<file path="src/rtl/uart_chan_pkg.sv">
package uart_chan_pkg;

  typedef enum logic [2:0] {
    SEL_MODE = 3'd0,
    SEL_STAT = 3'd1,
    SEL_CMD  = 3'd2,
    SEL_DATA = 3'd3,
    SEL_AUX0 = 3'd4,
    SEL_AUX1 = 3'd5,
    SEL_AUX2 = 3'd6,
    SEL_AUX3 = 3'd7
  } reg_sel_e;

  localparam int unsigned ST_RXRDY = 0;
  localparam int unsigned ST_FULL  = 1;
  localparam int unsigned ST_TXRDY = 2;
  localparam int unsigned ST_TXEMT = 3;
  localparam int unsigned ST_BRK   = 7;

  localparam logic [3:0] OP_PTR_RST = 4'd1;
  localparam logic [3:0] OP_RX_RST  = 4'd2;
  localparam logic [3:0] OP_TX_RST  = 4'd3;
  localparam logic [3:0] OP_ERR_RST = 4'd4;
  localparam logic [3:0] OP_BRK_CLR = 4'd5;

  typedef struct packed {
    logic rx_on;
    logic rx_off;
    logic tx_on;
    logic tx_off;
    logic ptr_rst;
    logic rx_rst;
    logic tx_rst;
    logic err_rst;
    logic brk_clr;
  } cmd_act_t;

endpackage

</file>
<file path="src/rtl/uart_chan_cmd_dec.sv">
module uart_chan_cmd_dec
  import uart_chan_pkg::*;
(
  input  logic       wr_i,
  input  logic [7:0] cmd_i,
  output cmd_act_t   act_o
);

  logic [3:0] code;
  assign code = cmd_i[7:4];

  always_comb begin
    act_o         = '0;
    act_o.rx_on   = wr_i & cmd_i[0];
    act_o.rx_off  = wr_i & cmd_i[1];
    act_o.tx_on   = wr_i & cmd_i[2];
    act_o.tx_off  = wr_i & cmd_i[3];
    act_o.ptr_rst = wr_i & (code == OP_PTR_RST);
    act_o.rx_rst  = wr_i & (code == OP_RX_RST);
    act_o.tx_rst  = wr_i & (code == OP_TX_RST);
    act_o.err_rst = wr_i & (code == OP_ERR_RST);
    act_o.brk_clr = wr_i & (code == OP_BRK_CLR);
  end

endmodule

</file>
<file path="src/rtl/uart_chan_mode.sv">
module uart_chan_mode #(
  parameter int unsigned DW     = 8,
  parameter int unsigned NUM_MR = 2
) (
  input  logic          clk_i,
  input  logic          rst_ni,
  input  logic          acc_i,
  input  logic          wr_i,
  input  logic [DW-1:0] wdata_i,
  input  logic          ptr_rst_i,
  output logic [DW-1:0] rdata_o
);

  localparam int unsigned PW = (NUM_MR > 1) ? $clog2(NUM_MR) : 1;
  localparam logic [PW-1:0] PTR_LAST = PW'(NUM_MR - 1);

  logic [DW-1:0] mr_q [NUM_MR];
  logic [PW-1:0] ptr_q;

  assign rdata_o = mr_q[ptr_q];

  always_ff @(posedge clk_i or negedge rst_ni) begin
    if (!rst_ni) begin
      ptr_q <= '0;
      for (int i = 0; i < NUM_MR; i++) mr_q[i] <= '0;
    end else if (ptr_rst_i) begin
      ptr_q <= '0;
    end else if (acc_i) begin
      if (wr_i) mr_q[ptr_q] <= wdata_i;
      if (ptr_q != PTR_LAST) ptr_q <= ptr_q + 1'b1;
    end
  end

  a_r2_ptr_home: assert property (@(posedge clk_i) disable iff (!rst_ni)
    ptr_rst_i |=> (ptr_q == '0));
  a_r2_ptr_moves: assert property (@(posedge clk_i) disable iff (!rst_ni)
    (acc_i && !ptr_rst_i) |=> (ptr_q != '0));

endmodule

</file>
<file path="src/rtl/uart_chan_rxq.sv">
module uart_chan_rxq #(
  parameter int unsigned DW    = 8,
  parameter int unsigned DEPTH = 3
) (
  input  logic          clk_i,
  input  logic          rst_ni,
  input  logic          push_i,
  input  logic [DW-1:0] push_data_i,
  input  logic          pop_i,
  input  logic          flush_i,
  output logic [DW-1:0] head_o,
  output logic          empty_o,
  output logic          full_o
);

  localparam int unsigned PW = (DEPTH > 1) ? $clog2(DEPTH) : 1;
  localparam int unsigned CW = $clog2(DEPTH + 1);
  localparam logic [PW-1:0] PTR_LAST = PW'(DEPTH - 1);
  localparam logic [CW-1:0] CNT_FULL = CW'(DEPTH);

  logic [DW-1:0] mem_q [DEPTH];
  logic [PW-1:0] rd_q, wr_q;
  logic [CW-1:0] cnt_q;
  logic [DW-1:0] last_q;

  assign empty_o = (cnt_q == '0);
  assign full_o  = (cnt_q == CNT_FULL);
  // empty read repeats the last character handed out
  assign head_o  = empty_o ? last_q : mem_q[rd_q];

  always_ff @(posedge clk_i or negedge rst_ni) begin
    if (!rst_ni) begin
      rd_q   <= '0;
      wr_q   <= '0;
      cnt_q  <= '0;
      last_q <= '0;
      for (int i = 0; i < DEPTH; i++) mem_q[i] <= '0;
    end else if (flush_i) begin
      rd_q  <= '0;
      wr_q  <= '0;
      cnt_q <= '0;
    end else begin
      if (push_i) begin
        mem_q[wr_q] <= push_data_i;
        wr_q        <= (wr_q == PTR_LAST) ? '0 : wr_q + 1'b1;
      end
      if (pop_i) begin
        last_q <= mem_q[rd_q];
        rd_q   <= (rd_q == PTR_LAST) ? '0 : rd_q + 1'b1;
      end
      if (push_i && !pop_i)      cnt_q <= cnt_q + 1'b1;
      else if (pop_i && !push_i) cnt_q <= cnt_q - 1'b1;
    end
  end

  a_r6_no_overflow: assert property (@(posedge clk_i) disable iff (!rst_ni)
    push_i |-> !full_o);
  a_r7_no_underflow: assert property (@(posedge clk_i) disable iff (!rst_ni)
    pop_i |-> !empty_o);
  a_r7_drain: assert property (@(posedge clk_i) disable iff (!rst_ni)
    (pop_i && !push_i && !flush_i && cnt_q == CW'(1)) |=> empty_o);
  a_r5_flush: assert property (@(posedge clk_i) disable iff (!rst_ni)
    flush_i |=> empty_o);

endmodule

</file>
<file path="src/rtl/uart_chan_regs.sv">
module uart_chan_regs
  import uart_chan_pkg::*;
#(
  parameter int unsigned DW        = 8,
  parameter int unsigned RXQ_DEPTH = 3
) (
  input  logic          clk_i,
  input  logic          rst_ni,
  input  logic          wr_en_i,
  input  logic          rd_en_i,
  input  logic [2:0]    reg_sel_i,
  input  logic [DW-1:0] wdata_i,
  output logic [DW-1:0] rdata_o,
  input  logic          rx_valid_i,
  input  logic [DW-1:0] rx_data_i,
  input  logic          rx_brk_i,
  output logic          rx_ready_o,
  output logic          tx_valid_o,
  output logic [DW-1:0] tx_data_o,
  output logic          irq_txrdy_o,
  output logic          irq_rxrdy_o,
  output logic          irq_brk_o,
  output logic          blk_brk_clr_o,
  input  logic          blk_brk_clr_i
);

  cmd_act_t      act;
  logic          rx_en_q, txrdy_q, brk_q, irq_brk_q, tx_valid_q;
  logic [DW-1:0] tx_data_q;
  logic          q_empty, q_full, push, pop, mode_acc, tx_fire;
  logic [DW-1:0] q_head, mode_rd, push_data;
  logic [7:0]    stat;

  uart_chan_cmd_dec u_dec (
    .wr_i  (wr_en_i && reg_sel_i == SEL_CMD),
    .cmd_i (wdata_i[7:0]),
    .act_o (act)
  );

  assign mode_acc = (wr_en_i || rd_en_i) && reg_sel_i == SEL_MODE;

  uart_chan_mode #(.DW(DW), .NUM_MR(2)) u_mode (
    .clk_i     (clk_i),
    .rst_ni    (rst_ni),
    .acc_i     (mode_acc),
    .wr_i      (wr_en_i),
    .wdata_i   (wdata_i),
    .ptr_rst_i (act.ptr_rst),
    .rdata_o   (mode_rd)
  );

  assign rx_ready_o = rx_en_q && !q_full;
  assign push       = rx_valid_i && rx_ready_o && !act.rx_rst;
  assign push_data  = rx_brk_i ? '0 : rx_data_i;
  assign pop        = rd_en_i && reg_sel_i == SEL_DATA && !q_empty;
  assign tx_fire    = wr_en_i && reg_sel_i == SEL_DATA && txrdy_q;

  uart_chan_rxq #(.DW(DW), .DEPTH(RXQ_DEPTH)) u_rxq (
    .clk_i       (clk_i),
    .rst_ni      (rst_ni),
    .push_i      (push),
    .push_data_i (push_data),
    .pop_i       (pop),
    .flush_i     (act.rx_rst),
    .head_o      (q_head),
    .empty_o     (q_empty),
    .full_o      (q_full)
  );

  always_ff @(posedge clk_i or negedge rst_ni) begin
    if (!rst_ni) begin
      rx_en_q    <= 1'b0;
      txrdy_q    <= 1'b0;
      brk_q      <= 1'b0;
      irq_brk_q  <= 1'b0;
      tx_valid_q <= 1'b0;
      tx_data_q  <= '0;
    end else begin
      // disable and reset commands override enables
      if (act.rx_off || act.rx_rst) rx_en_q <= 1'b0;
      else if (act.rx_on)           rx_en_q <= 1'b1;
      if (act.tx_off || act.tx_rst) txrdy_q <= 1'b0;
      else if (act.tx_on)           txrdy_q <= 1'b1;
      brk_q      <= (brk_q && !act.err_rst && !pop) || (push && rx_brk_i);
      irq_brk_q  <= (irq_brk_q && !act.brk_clr && !blk_brk_clr_i) || (pop && brk_q);
      tx_valid_q <= tx_fire;
      if (tx_fire) tx_data_q <= wdata_i;
    end
  end

  always_comb begin
    stat           = '0;
    stat[ST_RXRDY] = !q_empty;
    stat[ST_FULL]  = q_full;
    stat[ST_TXRDY] = txrdy_q;
    stat[ST_TXEMT] = txrdy_q;
    stat[ST_BRK]   = brk_q;
  end

  always_comb begin
    unique case (reg_sel_i)
      SEL_MODE: rdata_o = mode_rd;
      SEL_STAT: rdata_o = DW'(stat);
      SEL_DATA: rdata_o = q_head;
      default:  rdata_o = '0;
    endcase
  end

  assign tx_valid_o    = tx_valid_q;
  assign tx_data_o     = tx_data_q;
  assign irq_txrdy_o   = txrdy_q;
  assign irq_rxrdy_o   = !q_empty;
  assign irq_brk_o     = irq_brk_q;
  assign blk_brk_clr_o = act.brk_clr;

  a_r3_rx_off: assert property (@(posedge clk_i) disable iff (!rst_ni)
    (act.rx_off || act.rx_rst) |=> !rx_ready_o);
  a_r4_tx_on: assert property (@(posedge clk_i) disable iff (!rst_ni)
    (act.tx_on && !act.tx_off && !act.tx_rst) |=> irq_txrdy_o);
  a_r4_tx_off: assert property (@(posedge clk_i) disable iff (!rst_ni)
    (act.tx_off || act.tx_rst) |=> !irq_txrdy_o);
  a_r6_rxrdy_rise: assert property (@(posedge clk_i) disable iff (!rst_ni)
    (push && !irq_rxrdy_o) |=> irq_rxrdy_o);
  a_r10_brk_irq: assert property (@(posedge clk_i) disable iff (!rst_ni)
    (pop && brk_q) |=> irq_brk_o);
  a_r11_nbr_clr: assert property (@(posedge clk_i) disable iff (!rst_ni)
    (blk_brk_clr_i && !(pop && brk_q)) |=> !irq_brk_o);
  a_r12_tx_drop: assert property (@(posedge clk_i) disable iff (!rst_ni)
    (wr_en_i && reg_sel_i == SEL_DATA && !txrdy_q) |=> !tx_valid_o);
  a_r12_tx_send: assert property (@(posedge clk_i) disable iff (!rst_ni)
    tx_fire |=> (tx_valid_o && tx_data_o == $past(wdata_i)));

endmodule

</file>
<file path="config.mk">
export PLATFORM = sky130hd
export DESIGN_NAME = uart_chan_regs
export DESIGN_NICKNAME = d
export VERILOG_FILES = /design/src/rtl/uart_chan_pkg.sv /design/src/rtl/uart_chan_cmd_dec.sv /design/src/rtl/uart_chan_mode.sv /design/src/rtl/uart_chan_rxq.sv /design/src/rtl/uart_chan_regs.sv
export SDC_FILE = /design/constraint.sdc
export NUM_CORES = 1
export LEC_CHECK = 0
export ABC_AREA = 1
export BUFFER_PORTS_ARGS = -buffer_cell sky130_fd_sc_hd__buf_4
export CORE_UTILIZATION = 57
export CTS_BUF_LIST = sky130_fd_sc_hd__clkbuf_8 sky130_fd_sc_hd__clkbuf_16
export CTS_CLUSTER_DIAMETER = 200
export DETAILED_ROUTE_END_ITERATION = 8
export GPL_TIMING_DRIVEN = 0
export PLACE_DENSITY_LB_ADDON = 0.15
export SKIP_CTS_REPAIR_TIMING = 1
export SYNTH_ARGS = -nofsm -noshare
export SYNTH_HDL_FRONTEND = slang
export SYNTH_SLANG_ARGS = --single-unit
</file>
<file path="constraint.sdc">
create_clock -name clk_i -period 2.1 [get_ports clk_i]
set_input_delay 0.21 -clock clk_i [delete_from_list [all_inputs] [get_ports clk_i]]
set_output_delay 0.21 -clock clk_i [all_outputs]
set_load 0.005 [all_outputs]
</file>
==> impl_metrics.json <==
{
  "outcome": "finished with violations",
  "violations": "hold timing",
  "drc": 0,
  "fp.dieW_um": 79.7,
  "cts_max_level": 3,
  "critPathMaxStageDelay_ps": 320,
  "drt-pass1-iter-count": 5,
  "gp_congestion": 0.816,
  "ff2ff_path_depth": 11,
  "worstReg2RegStart": "u_rxq.cnt_q[0]",
  "crit_required_ps": 1890,
  "endpoint_kind": "primary output",
  "antenna_found_initial": 0,
  "dp_hpwl_um": 6110,
  "grt.met1_usage_pct": 42.4,
  "synth.top_cells.by_count": "182 x nand2_1, 68 x dfrtp_1, 43 x inv_1",
  "diodes": 0,
  "r2r_setup_slack_ps": 170,
  "hold_path_class": "in2async",
  "grt_pass1_vias": 2858,
  "powerDensity_nw_per_um2": 1040,
  "critPathKind": "reg2out",
  "cap_violations": 0,
  "async_flop_share_pct": 100,
  "rows": 27,
  "cts.clk_slew.worst_paths_ps": 70,
  "drt_iter0_drc": 307,
  "finalCritPeriodShare_pct": 95.4,
  "grt_util_met2_pct": 44.2,
  "clock.fmax_mhz": 499,
  "cts_buffers": 9,
  "p_leak_nw": 2.29,
  "crit_arrival_ps": 1790,
  "drv_slew": 0,
  "finalCoreUtilization_pct": 71.8,
  "clock_latency_ps": 340,
  "synthTopCellsByArea": "dfrtp_1 50%, nand2_1 20%, nand4_1 6.0%",
  "routed_wl_um": 8260,
  "grt_usage_pct": 29.3,
  "grt_busiest_layer": "met2",
  "design_area_um2": 4050,
  "dieHeight_um": 79.7,
  "syn_to_final_growth_pct": 17.8,
  "cts_sinks": 68,
  "cp_max_fo": 10,
  "port_buffers": 46,
  "yosys_most_used_dff": "dfrtp_1",
  "clock_path_buffers": 2,
  "fin_tns_setup_ps": 0,
  "yosysMostFrequentCell": "nand2_1",
  "critPathSlowestCell": "dfrtp_1",
  "via_count": 3167,
  "relSlewSlack_pct": 44.9,
  "start_util_pct": 60.9,
  "grt_pass1_wl_um": 13900,
  "ys_ff_latch": 68,
  "synth_area_per_cell_um2": 7.62,
  "ant_nets": 0,
  "yosysUniqueCellTypes": 23,
  "skew_ps": 13.2,
  "cp-start-kind": "flop",
  "die_area_um2": 6340,
  "drive_gt1_share_pct": 17.3,
  "dpl-instance-area_um2": 3870,
  "grt_overflow": 0,
  "rsz0062_at_grt": "no",
  "r2r-end": "u_rxq.cnt_q[1]",
  "wl_per_cell_um": 14.1,
  "crit_path_cell_trace": "buf_4 -> clkinv_1 -> nand2_1 -> a21oi_1 -> a21oi_1 -> nand2_1 -> buf_4",
  "ys_warn_count": 0,
  "post-route-min-period_ps": 2000,
  "avgViaCountPerCell": 5.41,
  "power.total_mw": 4.20,
  "synth_nets": 478,
  "grt_max_degree": 69,
  "fillerInstances": 451,
  "final_nets": 535,
  "hold_viol_final": 62,
  "final-setup-viol-count": 0,
  "worst_slew_pin_slew_ps": 827,
  "boundaryPins": 48,
  "synth_edf_count": 0,
  "core-area_um2": 5640,
  "synth_area_um2": 3440,
  "ir_worst_vdd_mv": 0.679,
  "clockRootBuffer": "clkbuf_8",
  "synth_top_cell_by_area": "dfrtp_1",
  "dp.cells": 569,
  "use_met3_pct": 5.71,
  "cts_tree": "done",
  "yosysTopAreaCellShare_pct": 49.5,
  "syn_inst": 451,
  "holdWs_ps": -47.9,
  "instances_no_fill": 585,
  "synth-seq-area-share_pct": 49.5
}
[worst max-delay path, delay by kind of cell, from the launching register on]
family	cells	cell delay (ps)
AO/OA/AOI/OAI	2	290
flip-flops	1	320
buffers and inverters	3	590
AND/OR/NAND/NOR	2	240
[how the worst max path moves through the flow]
stage / cells past startpoint / startpoint / slack (ps) / end
final: 7 / u_mode.ptr_q / 100 / rdata_o[7]
after global routing: 7 / u_rxq.rd_q[1] / 20 / rdata_o[0]
after CTS: 6 / u_rxq.rd_q[1] / 100 / rdata_o[6]
after detailed placement: 13 / wdata_i[6] / 50 / u_rxq.cnt_q[1]
after global placement: 13 / wdata_i[6] / 90 / u_rxq.cnt_q[1]
after floorplan: 12 / wdata_i[6] / 360 / u_rxq.cnt_q[1]
[area by class of cell]
cell class                 instances  area, um^2  area share, %
buffer                            15         108           2.66
clock inverter                     6        31.3          0.773
inverter                          46         173           4.26
sequential                        68        1700           42.0
tap                               72        90.1           2.22
timing repair buffer              46         345           8.53
clock buffer                      10         138           3.40
multi-input combinational        322        1460           36.1
[cells by family (layout without fill, tap and decap cells)]
logic type | after synthesis | after routing | synth area share, %
adder cells (fa/ha/maj) | 1 | 1 | 0.364
XOR/XNOR | 1 | 1 | 0.255
buffers and inverters | 61 | 123 | 8.15
AND/OR/NAND/NOR | 272 | 272 | 34.7
AO/OA/AOI/OAI | 48 | 48 | 7.06
flip-flops | 68 | 68 | 49.5
[flip-flops by register name, summed over array words and instances, names as in the netlist]
signal        cells
rx_en_q           1
u_mode.ptr_q      1
u_rxq.last_q      8
u_rxq.wr_q        2
tx_valid_o        1
u_rxq.mem_q      24
tx_data_o         8
u_rxq.rd_q        2
u_mode.mr_q      16
irq_brk_o         1
u_rxq.cnt_q       2
brk_q             1
irq_txrdy_o       1
[cell usage in the layout, fill, tap and decap left out, types with 2 or more instances in the layout]
| cell | instances |
|---|---|
| nand2_1 | 181 |
| buf_6 | 5 |
| clkinv_2 | 4 |
| nand3b_1 | 2 |
| nand4_1 | 33 |
| buf_2 | 5 |
| inv_2 | 2 |
| clkbuf_8 | 10 |
| inv_1 | 44 |
| clkbuf_1 | 3 |
| o21ai_0 | 39 |
| a21oi_1 | 8 |
| nand3_1 | 16 |
| buf_4 | 48 |
| nand3_2 | 6 |
| nor2_1 | 26 |
| dfrtp_1 | 68 |
| nor2_2 | 4 |
[report_power, final]
group | internal, mW | leakage (nW) | switching (mW)
Combinational | 0.512 | 1.32 | 0.812
Clock | 0.448 | 0.0930 | 0.491
Sequential | 1.68 | 0.883 | 0.257
[routing by layer]
layer	vias up	part of all wire, %
met3	10	6.7
met4	0	1.6
li1	1565	-
met1	1461	47
met2	131	44
met5	-	0
[metrics by stage]
| stage | hold slack, ps | setup WS, ps |
|---|---|---|
| final | -47.9 | 96.8 |
| after global routing | 41.5 | 19.1 |
| after CTS | -2.61 | 99.1 |
| after detailed placement | 365 | 48.5 |
| after global placement | 361 | 88.3 |
| after floorplan | -85.6 | 364 |
Note: power is estimated with default switching activity, not from simulation.
